$ cat src/rtl/ctl_port_pkg.sv
package ctl_port_pkg;
  typedef enum logic [2:0] {
    ST_ADDR,
    ST_PTR,
    ST_WDATA,
    ST_RDATA,
    ST_SKIP
  } seq_st_e;
endpackage

$ cat src/rtl/ctl_port_shifter.sv
module ctl_port_shifter #(
  parameter int SYNC_STAGES = 2
) (
  input  logic       clk_i,
  input  logic       rst_ni,
  input  logic       sclk_i,
  input  logic       cs_ni,
  input  logic       mosi_i,
  input  logic       tx_load_i,
  input  logic [7:0] tx_data_i,
  input  logic       tx_en_i,
  output logic       miso_o,
  output logic       active_o,
  output logic       byte_valid_o,
  output logic [7:0] rx_byte_o
);
  logic [SYNC_STAGES-1:0] sclk_sync, cs_sync, mosi_sync;
  logic sclk_s, cs_s, mosi_s, sclk_q;
  logic rise, fall;
  logic [2:0] bit_cnt;
  logic [6:0] rx_sh;
  logic [7:0] tx_sh;

  always_ff @(posedge clk_i or negedge rst_ni) begin
    if (!rst_ni) begin
      sclk_sync <= '0;
      cs_sync   <= '1;
      mosi_sync <= '0;
      sclk_q    <= 1'b0;
    end else begin
      sclk_sync <= {sclk_sync[SYNC_STAGES-2:0], sclk_i};
      cs_sync   <= {cs_sync[SYNC_STAGES-2:0], cs_ni};
      mosi_sync <= {mosi_sync[SYNC_STAGES-2:0], mosi_i};
      sclk_q    <= sclk_s;
    end
  end

  assign sclk_s   = sclk_sync[SYNC_STAGES-1];
  assign cs_s     = cs_sync[SYNC_STAGES-1];
  assign mosi_s   = mosi_sync[SYNC_STAGES-1];
  assign rise     = sclk_s & ~sclk_q;
  assign fall     = ~sclk_s & sclk_q;
  assign active_o = ~cs_s;

  always_ff @(posedge clk_i or negedge rst_ni) begin
    if (!rst_ni) begin
      bit_cnt      <= '0;
      rx_sh        <= '0;
      rx_byte_o    <= '0;
      byte_valid_o <= 1'b0;
    end else begin
      byte_valid_o <= 1'b0;
      if (!active_o) begin
        bit_cnt <= '0;
      end else if (rise) begin
        rx_sh   <= {rx_sh[5:0], mosi_s};
        bit_cnt <= bit_cnt + 3'd1;
        if (bit_cnt == 3'd7) begin
          byte_valid_o <= 1'b1;
          rx_byte_o    <= {rx_sh, mosi_s};
        end
      end
    end
  end

  // no shift on the fall after the last bit: the next byte is loaded there
  always_ff @(posedge clk_i or negedge rst_ni) begin
    if (!rst_ni)                                 tx_sh <= '0;
    else if (tx_load_i)                          tx_sh <= tx_data_i;
    else if (active_o && fall && bit_cnt != '0)  tx_sh <= {tx_sh[6:0], 1'b0};
  end

  assign miso_o = tx_en_i & tx_sh[7];

  AST_REALIGN: assert property (@(posedge clk_i) disable iff (!rst_ni)
    !active_o |=> bit_cnt == '0);
endmodule

$ cat src/rtl/ctl_port_seq.sv
module ctl_port_seq
  import ctl_port_pkg::*;
#(
  parameter int          ADDR_W = 7,
  parameter logic [6:0]  DEV_ID = 7'h10
) (
  input  logic              clk_i,
  input  logic              rst_ni,
  input  logic              active_i,
  input  logic              byte_valid_i,
  input  logic [7:0]        rx_byte_i,
  output logic              wr_en_o,
  output logic [ADDR_W-1:0] addr_o,
  output logic [7:0]        wr_data_o,
  output logic              tx_load_o,
  output logic              tx_en_o
);
  seq_st_e st_q;
  logic [ADDR_W-1:0] ptr_q;
  logic inc_q;
  logic data_phase;

  assign data_phase = (st_q == ST_WDATA) || (st_q == ST_RDATA);

  always_ff @(posedge clk_i or negedge rst_ni) begin
    if (!rst_ni) begin
      st_q      <= ST_ADDR;
      ptr_q     <= '0;
      inc_q     <= 1'b0;
      tx_load_o <= 1'b0;
    end else begin
      tx_load_o <= byte_valid_i & active_i;
      if (!active_i) begin
        st_q <= ST_ADDR;
      end else if (byte_valid_i) begin
        unique case (st_q)
          ST_ADDR:  st_q <= (rx_byte_i[7:1] != DEV_ID) ? ST_SKIP :
                            (rx_byte_i[0] ? ST_RDATA : ST_PTR);
          ST_PTR: begin
            ptr_q <= rx_byte_i[ADDR_W-1:0];
            inc_q <= rx_byte_i[7];
            st_q  <= ST_WDATA;
          end
          ST_WDATA, ST_RDATA: if (inc_q) ptr_q <= ptr_q + 1'b1;
          default: ;
        endcase
      end
    end
  end

  assign wr_en_o   = active_i && byte_valid_i && (st_q == ST_WDATA);
  assign addr_o    = ptr_q;
  assign wr_data_o = rx_byte_i;
  assign tx_en_o   = (st_q == ST_RDATA);

  AST_PTR_WRAP: assert property (@(posedge clk_i) disable iff (!rst_ni)
    active_i && byte_valid_i && data_phase && inc_q && ptr_q == '1 |=> ptr_q == '0);
  AST_PTR_HOLD: assert property (@(posedge clk_i) disable iff (!rst_ni)
    active_i && byte_valid_i && data_phase && !inc_q |=> $stable(ptr_q));
  AST_SKIP_STICKY: assert property (@(posedge clk_i) disable iff (!rst_ni)
    active_i && st_q == ST_SKIP |=> st_q == ST_SKIP || !active_i);
endmodule

$ cat src/rtl/ctl_port_regs.sv
module ctl_port_regs #(
  parameter int               ADDR_W    = 7,
  parameter int               N_CTRL    = 10,
  parameter int               STAT_BASE = 10,
  parameter int               N_STAT    = 29,
  parameter logic [ADDR_W-1:0] ID_ADDR  = '1,
  parameter logic [3:0]       ID_NIB    = 4'h2
) (
  input  logic                clk_i,
  input  logic                rst_ni,
  input  logic                wr_en_i,
  input  logic [ADDR_W-1:0]   addr_i,
  input  logic [7:0]          wr_data_i,
  input  logic [N_STAT*8-1:0] status_i,
  input  logic [3:0]          version_i,
  output logic [7:0]          rd_data_o,
  output logic [N_CTRL*8-1:0] ctrl_o
);
  localparam int STAT_END = STAT_BASE + N_STAT;

  logic [N_CTRL*8-1:0] ctrl_q;
  int a;

  for (genvar k = 0; k < N_CTRL; k++) begin : g_ctrl
    always_ff @(posedge clk_i or negedge rst_ni) begin
      if (!rst_ni)                                      ctrl_q[k*8 +: 8] <= '0;
      else if (wr_en_i && addr_i == ADDR_W'(k))         ctrl_q[k*8 +: 8] <= wr_data_i;
    end
  end

  always_comb begin
    a = int'(addr_i);
    rd_data_o = '0;
    if (a < N_CTRL)                        rd_data_o = ctrl_q[a*8 +: 8];
    else if (a >= STAT_BASE && a < STAT_END) rd_data_o = status_i[(a-STAT_BASE)*8 +: 8];
    else if (addr_i == ID_ADDR)            rd_data_o = {ID_NIB, version_i};
  end

  assign ctrl_o = ctrl_q;

  AST_RO_IGNORED: assert property (@(posedge clk_i) disable iff (!rst_ni)
    wr_en_i && int'(addr_i) >= N_CTRL |=> $stable(ctrl_o));
endmodule

$ cat src/rtl/ctl_port_slave.sv
module ctl_port_slave #(
  parameter int         ADDR_W      = 7,
  parameter logic [6:0] DEV_ID      = 7'h10,
  parameter int         N_CTRL      = 10,
  parameter int         STAT_BASE   = 10,
  parameter int         N_STAT      = 29,
  parameter logic [3:0] ID_NIB      = 4'h2,
  parameter int         RUN_REG     = 4,
  parameter int         RUN_BIT     = 7,
  parameter int         SYNC_STAGES = 2
) (
  input  logic                clk_i,
  input  logic                rst_ni,
  input  logic                sclk_i,
  input  logic                cs_ni,
  input  logic                mosi_i,
  output logic                miso_o,
  output logic                miso_oe_o,
  input  logic [N_STAT*8-1:0] status_i,
  input  logic [3:0]          version_i,
  output logic [N_CTRL*8-1:0] ctrl_o,
  output logic                run_o
);
  localparam logic [ADDR_W-1:0] ID_ADDR = '1;

  logic active, byte_valid, tx_load, tx_en, wr_en;
  logic [7:0] rx_byte, wr_data, rd_data;
  logic [ADDR_W-1:0] addr;

  ctl_port_shifter #(.SYNC_STAGES(SYNC_STAGES)) u_shift (
    .clk_i, .rst_ni, .sclk_i, .cs_ni, .mosi_i,
    .tx_load_i(tx_load), .tx_data_i(rd_data), .tx_en_i(tx_en),
    .miso_o, .active_o(active), .byte_valid_o(byte_valid), .rx_byte_o(rx_byte)
  );

  ctl_port_seq #(.ADDR_W(ADDR_W), .DEV_ID(DEV_ID)) u_seq (
    .clk_i, .rst_ni, .active_i(active), .byte_valid_i(byte_valid), .rx_byte_i(rx_byte),
    .wr_en_o(wr_en), .addr_o(addr), .wr_data_o(wr_data),
    .tx_load_o(tx_load), .tx_en_o(tx_en)
  );

  ctl_port_regs #(
    .ADDR_W(ADDR_W), .N_CTRL(N_CTRL), .STAT_BASE(STAT_BASE), .N_STAT(N_STAT),
    .ID_ADDR(ID_ADDR), .ID_NIB(ID_NIB)
  ) u_regs (
    .clk_i, .rst_ni, .wr_en_i(wr_en), .addr_i(addr), .wr_data_i(wr_data),
    .status_i, .version_i, .rd_data_o(rd_data), .ctrl_o
  );

  assign miso_oe_o = tx_en;
  assign run_o     = ctrl_o[RUN_REG*8 + RUN_BIT];

  AST_OE_IDLE: assert property (@(posedge clk_i) disable iff (!rst_ni)
    !active |=> !miso_oe_o);
  AST_NO_WRITE_IDLE: assert property (@(posedge clk_i) disable iff (!rst_ni)
    !active |=> $stable(ctrl_o));
endmodule

$ cat config.mk
export PLATFORM = sky130hd
export DESIGN_NAME = ctl_port_slave
export DESIGN_NICKNAME = d
export VERILOG_FILES = /design/src/rtl/ctl_port_pkg.sv /design/src/rtl/ctl_port_shifter.sv /design/src/rtl/ctl_port_seq.sv /design/src/rtl/ctl_port_regs.sv /design/src/rtl/ctl_port_slave.sv
export SDC_FILE = /design/constraint.sdc
export NUM_CORES = 1
export LEC_CHECK = 0
export ABC_AREA = 1
export ABC_CLOCK_PERIOD_IN_PS = 3700
export CAP_MARGIN = 10
export CORE_MARGIN = 2
export CORE_UTILIZATION = 48
export DETAILED_ROUTE_END_ITERATION = 10
export PLACE_DENSITY = 0.95
export SLEW_MARGIN = 25
export SYNTH_ARGS = -nofsm -noshare
export SYNTH_HDL_FRONTEND = slang
export SYNTH_SLANG_ARGS = --single-unit
$ cat constraint.sdc
create_clock -name clk_i -period 3.7 [get_ports clk_i]
set_input_delay 0.74 -clock clk_i [delete_from_list [all_inputs] [get_ports clk_i]]
set_output_delay 0.74 -clock clk_i [all_outputs]
set_load 0.02 [all_outputs]
Yosys cells after proc, flatten, opt, wreduce, memory -nomap -nowiden
Cells that the tools add are included.

Word-level logic and storage cells: 100. Register bits after elaboration: 126. Bits of input ports: 241.

Reductions and logical operators: 29. Bitwise logic cells: 7. Equal/unequal tests: 16. Muxes and demuxes: 17. Shifts and indexed selects: 2. Add/subtract/negate cells: 3. $lt $le $gt $ge: 3.

Operator list (count): indexed part select 232 x 32 -> 8 bit (1); indexed part select 80 x 11 -> 8 bit (1); two-way mux 8 bit (4); == test 7 x 3 -> 1 bit, second input constant (4); logical AND 1 bit (15); two-way mux 3 bit (5); == test 7 x 2 -> 1 bit, second input constant (2); == test 7 x 4 -> 1 bit, second input constant (2); case mux 7 bit (2 select lines) (1); nonzero test 2 bit (4); subtractor 7 x 4 -> 8 bit, second input constant (1); adder 7 x 1 -> 7 bit, second input constant (1); == test 7 x 1 -> 1 bit, second input constant (1); == test 7 bit, second input constant (1); greater-or-equal comparator 7 x 4 -> 1 bit, second input constant (1); logical NOT 7 bit (1); < comparator 7 x 4 -> 1 bit, second input constant (1); < comparator 7 x 6 -> 1 bit, second input constant (1); two-way mux 7 bit (1); inequality test 7 x 5 -> 1 bit, second input constant (1); == test 3 x 2 -> 1 bit, second input constant (2); two-way mux 6 bit (1); case mux 3 bit (2 select lines) (1); AND reduction 3 bit (2); 13 further kinds (22).

Depth between registers and ports, before layout
Word-level depth: 6. Depth in mapped cells: 17.

Hierarchy
Synthesis repeated with hierarchy kept, for this count alone.

Cell total of the unflattened synthesis: 1349. Area total of the unflattened synthesis: 8714.6 um^2.

By module, submodules not included: ctl_port_regs (cells an instance 1081, times used 1, area an instance 6426.2 um^2); ctl_port_shifter (cells an instance 148, times used 1, area an instance 1433.9 um^2); ctl_port_seq (cells an instance 119, times used 1, area an instance 847.1 um^2); ctl_port_slave (cells an instance 1, times used 1, area an instance 7.5 um^2).

Worst setup path after synthesis
No wires, ideal clock.

Kind: register to register. From: reg u_seq.ptr_q[1] (netlist: u_seq.addr_o[1]). To: reg u_shift.tx_sh[5]. Required time: 3.635 ns. Arrival: 2.182 ns. Period minus slack after synthesis: 2.247 ns. Path slack: 1.453 ns. Buffers on the path: 5. Cell stages (with the launch flop): 17. Cell sequence: dfrtp_1 buf_4 inv_2 buf_4 buf_4 ha_1 clkbuf_1 inv_1 clkbuf_1 nand3_1 nand3_1 nand2_1 nand2_1 nand3_1 nand2_1 nand2_1 nand2_1.

Cells in the longest elaborated chain, start to end: 5.

Ends and longest elaborated chain: start, declared (RTL line ctl_port_seq.sv:19) `logic [ADDR_W-1:0] ptr_q;`; start signal, assigned (RTL line ctl_port_seq.sv:40) `ptr_q <= rx_byte_i[ADDR_W-1:0];`; start signal, assigned (RTL line ctl_port_seq.sv:44) `ST_WDATA, ST_RDATA: if (inc_q) ptr_q <= ptr_q + 1'b1;`; subtractor 7 x 4 -> 8 bit (tied with other cells) (RTL line ctl_port_regs.sv:35) `else if (a >= STAT_BASE && a < STAT_END) rd_data_o = status_i[(a-STAT_BASE)*8 +: 8];`; indexed part select 232 x 32 -> 8 bit (tied with other cells) (RTL line ctl_port_regs.sv:35); two-way mux 8 bit (RTL line ctl_port_regs.sv:35); two-way mux 8 bit (*) (RTL line ctl_port_regs.sv:34) `if (a < N_CTRL) rd_data_o = ctrl_q[a*8 +: 8];`; two-way mux 8 bit (*) (RTL line ctl_port_shifter.sv:69) `else if (tx_load_i) tx_sh <= tx_data_i;`; end signal, assigned (RTL line ctl_port_shifter.sv:69); end signal, assigned (RTL line ctl_port_shifter.sv:70) `else if (active_o && fall && bit_cnt != '0) tx_sh <= {tx_sh[6:0], 1'b0};`; end, declared (RTL line ctl_port_shifter.sv:22) `logic [7:0] tx_sh;`.

Mark *: on every way between the ends. The rest lies on a longest branch, timed or not. A chain may end at the register's enable or synchronous reset.

Worst setup path in the final report
From: reg u_seq.st_q[0]. To: out miso_o.

Cells in the longest elaborated chain, start to end: 2.

Ends and longest elaborated chain: start, declared (RTL line ctl_port_seq.sv:18) `seq_st_e st_q;`; start signal, assigned (RTL line ctl_port_seq.sv:37) `ST_ADDR: st_q <= (rx_byte_i[7:1] != DEV_ID) ? ST_SKIP :`; == test 3 x 2 -> 1 bit; bitwise AND 1 bit (RTL line ctl_port_shifter.sv:73) `assign miso_o = tx_en_i & tx_sh[7];`; end, declared (RTL line ctl_port_slave.sv:17) `output logic miso_o,`.

No other way between the ends.

==> impl_metrics.json <==
{
  "status": "finished, final reports clean",
  "cts_buffers": 17,
  "die_area_mm2": 0.0185,
  "grt-ovfl-total": 0,
  "syn_to_final_growth_pct": 45.2,
  "critPathSlowestCell": "clkdlybuf4s50_1",
  "cp.required_ps": 2960,
  "cp.arrival_ps": 2050,
  "ys_ff_latch": 126,
  "p_total_uw": 3510,
  "pwr-share-seq_pct": 41.5,
  "ys_warn_count": 0,
  "report.final.slew_viol_count": 0,
  "synthAdderAreaFrac_pct": 1.35,
  "rsz0062_at_grt": "no",
  "coreArea_mm2": 0.0171,
  "clk_latency_ps": 430,
  "dr_total_vias": 10200,
  "switching_share_pct": 24.5,
  "drtPass1Iterations": 9,
  "drcViolationCount": 0,
  "cts_root_buffer": "clkbuf_16",
  "track_usage_pct": 35.3,
  "num_rows": 48,
  "switching_power_uw": 860,
  "grt_max_degree": 84,
  "nets": 1786,
  "final_cells": 1775,
  "cts.hold.buffers_added": 0,
  "grt_pass1_vias": 9637,
  "start_util_pct": 48.8,
  "power_density_mw_per_mm2": 289,
  "synth_cells": 1270,
  "placed_area_mm2": 0.0115,
  "synth_compound_area_share_pct": 13.3,
  "clock_path_buffers": 2,
  "hold_class": "in -> async",
  "crit_path_start_kind": "flip-flop",
  "dpl.hpwl_um": 23700,
  "mostFrequentLayoutCell": "nand2_1",
  "finalCriticalPeriod_ps": 2790,
  "crit_path_end_kind": "output pin",
  "path_buf_inv": 2,
  "netlist-cell-type-count": 39,
  "p_comb_share_pct": 12.0,
  "fill_cells": 1283,
  "layout_setup_ws_ps": 907,
  "cts-resized-gates": 0,
  "synth_xor_xnor_area_share_pct": 0.525,
  "slew_headroom_pct": 42.6,
  "synthSimpleGateAreaFrac_pct": 39.2,
  "finalSetupViolations": 0,
  "cts_tree": "done",
  "place_ws_ps": 1050,
  "ant_nets": 0,
  "fin_skew_ps": 11.5,
  "wl_per_cell_um": 18.6,
  "dp.cells": 1742,
  "tightest_slew_ps": 861,
  "synth.yosys.seq_area_share_pct": 37.8,
  "setup.worst_path.class": "reg -> out",
  "io_pins": 324,
  "postSynth.asyncResetShare_pct": 100,
  "tns_ps": 0,
  "synth_edf_count": 0,
  "maxCapViolations": 0,
  "fmaxAchievable_mhz": 358,
  "leakage_uw": 0.00529,
  "layout_common_cells": "nand2_1, clkdlybuf4s50_1, nand3_1",
  "crit_path_cell_trace": "inv_1 > nor2_1 > and3_1 > clkdlybuf4s50_1",
  "worstPathMaxFanout": 5,
  "peakVddDrop_mv": 0.298,
  "synth_nets": 1520,
  "viasPerCell": 5.73,
  "grt_antenna_before_repair": 1,
  "cts_max_level": 4,
  "clk_pin_slew_worst_paths_ps": 60,
  "postCtsSetupBuffers": 0,
  "synth_top_family_by_area": "simple AND/OR/NAND/NOR gates",
  "synth.mux.area_fraction_pct": 0,
  "post-route-cell-area_mm2": 0.0121,
  "avgSynthCellArea_um2": 6.57,
  "slowest_delay_ps": 620,
  "gp_congestion": 0.962,
  "min_period_over_period_pct": 75.5,
  "die_w_um": 136,
  "ys.flop_type": "dfrtp_1",
  "drt_wl_total_um": 33000,
  "hold_viol_final": 0,
  "drtIter0Drc": 1106,
  "clock_sinks": 126,
  "io_buffers": 323,
  "die_h_um": 136,
  "drive_above_1_share_pct": 4.78,
  "p_clk_share_pct": 46.6,
  "grt_pass1_wl_um": 50600,
  "synth.cell_area_mm2": 0.00835,
  "p_int_uw": 2650,
  "path_delay_family": "buffers and inverters"
}
## power groups by stage
| stage | logic [uW] | registers, uW | clock network, uW |
|---|---|---|---|
| 6_report | 419 | 1450 | 1630 |
| 5_1_grt | 460 | 1460 | 1700 |
| 3_5_place_dp | 418 | 1480 | 0 |
| 4_1_cts | 421 | 1450 | 1630 |
| 2_1_floorplan | 108 | 1470 | 0 |
| 3_3_place_gp | 409 | 1480 | 0 |
## final cells by class
type	count	area, um^2	area share (%)
Antenna cell	1	2.50	0.0206
Clock inverter	15	151	1.25
Inverter	62	235	1.94
Tap cell	225	282	2.32
Clock buffer	17	425	3.51
Multi-Input combinational cell	996	4530	37.4
Timing Repair Buffer	333	3330	27.5
Sequential cell	126	3160	26.1
## path summary, 6_finish.rpt
path | from | end | slack, ps | depth (start not counted)
max | u_seq.st_q[0]$_DFFE_PN0P_ | miso_o | 910 | 4
min | rst_ni | u_seq.st_q[1]$_DFFE_PN0P_ | 340 | 1
max reg2reg | u_seq.addr_o[1]$_DFFE_PN0P_ | u_regs.ctrl_o[32]$_DFFE_PN0P_ | 940 | 7
min reg2reg | u_shift.mosi_sync[0]$_DFF_PN0_ | u_shift.mosi_sync[1]$_DFF_PN0_ | 350 | 0
max in group asynchronous | rst_ni | u_regs.ctrl_o[47]$_DFFE_PN0P_ | 2560 | 2
min in group clk_i | u_shift.mosi_sync[0]$_DFF_PN0_ | u_shift.mosi_sync[1]$_DFF_PN0_ | 350 | 0
## cells in the mapped netlist (4+ instances only)
cell | n | area share, %
buf_4 | 9 | 0.81
nor2_1 | 95 | 4.3
inv_1 | 55 | 2.5
a21oi_1 | 15 | 0.90
o21ai_1 | 8 | 0.48
nand3_1 | 205 | 12
nor2_2 | 4 | 0.30
nand2_1 | 445 | 20
ha_1 | 9 | 1.3
o21ai_0 | 154 | 9.2
inv_2 | 5 | 0.22
buf_2 | 46 | 2.8
or2_2 | 4 | 0.30
clkbuf_1 | 27 | 1.2
nor3_1 | 13 | 0.78
o211ai_1 | 16 | 1.4
nand2_2 | 4 | 0.30
dfrtp_1 | 124 | 37
## registers in the layout, summed over array words and instances, names as in the netlist
signal and count:
u_seq.tx_load_o 1, u_seq.inc_q 1, u_shift.byte_valid_o 1, u_shift.rx_sh 7
u_seq.addr_o 7, u_shift.rx_byte_o 8, u_seq.st_q 3, u_shift.mosi_sync 2
u_shift.bit_cnt 3, u_regs.ctrl_o 80, u_shift.sclk_q 1, u_shift.cs_sync 2
u_shift.sclk_sync 2, u_shift.tx_sh 8
## through the flow
stage | utilization, % | hold slack (ps)
2_1_floorplan | - | 331
3_3_place_gp | 67.4 | 336
3_5_place_dp | 67.4 | 338
4_1_cts | 70.8 | 350
5_1_grt | 70.8 | 356
6_report | 70.8 | 344
## layer usage
metal	global-route usage, %	routed length, um
met2	58.4	15500
met3	9.43	3860
met4	17.8	1620
met1	42.6	12000
met5	0	0
## cell families (layout without fill, tap and decap cells)
family	count (synthesis)	after routing
simple gates	779	779
compound gates	206	206
buf+inv	148	427
flops	126	126
fa+ha+maj	9	9
xor+xnor	2	2
other cells	0	1
## worst register-to-register path, delay by kind of cell (launching register included)
family	cells	cell delay, ps
fa+ha+maj	1	290
simple gates	2	560
compound gates	1	390
buf+inv	3	850
flops	1	570
No activity file was read; power rests on OpenSTA's default activity.
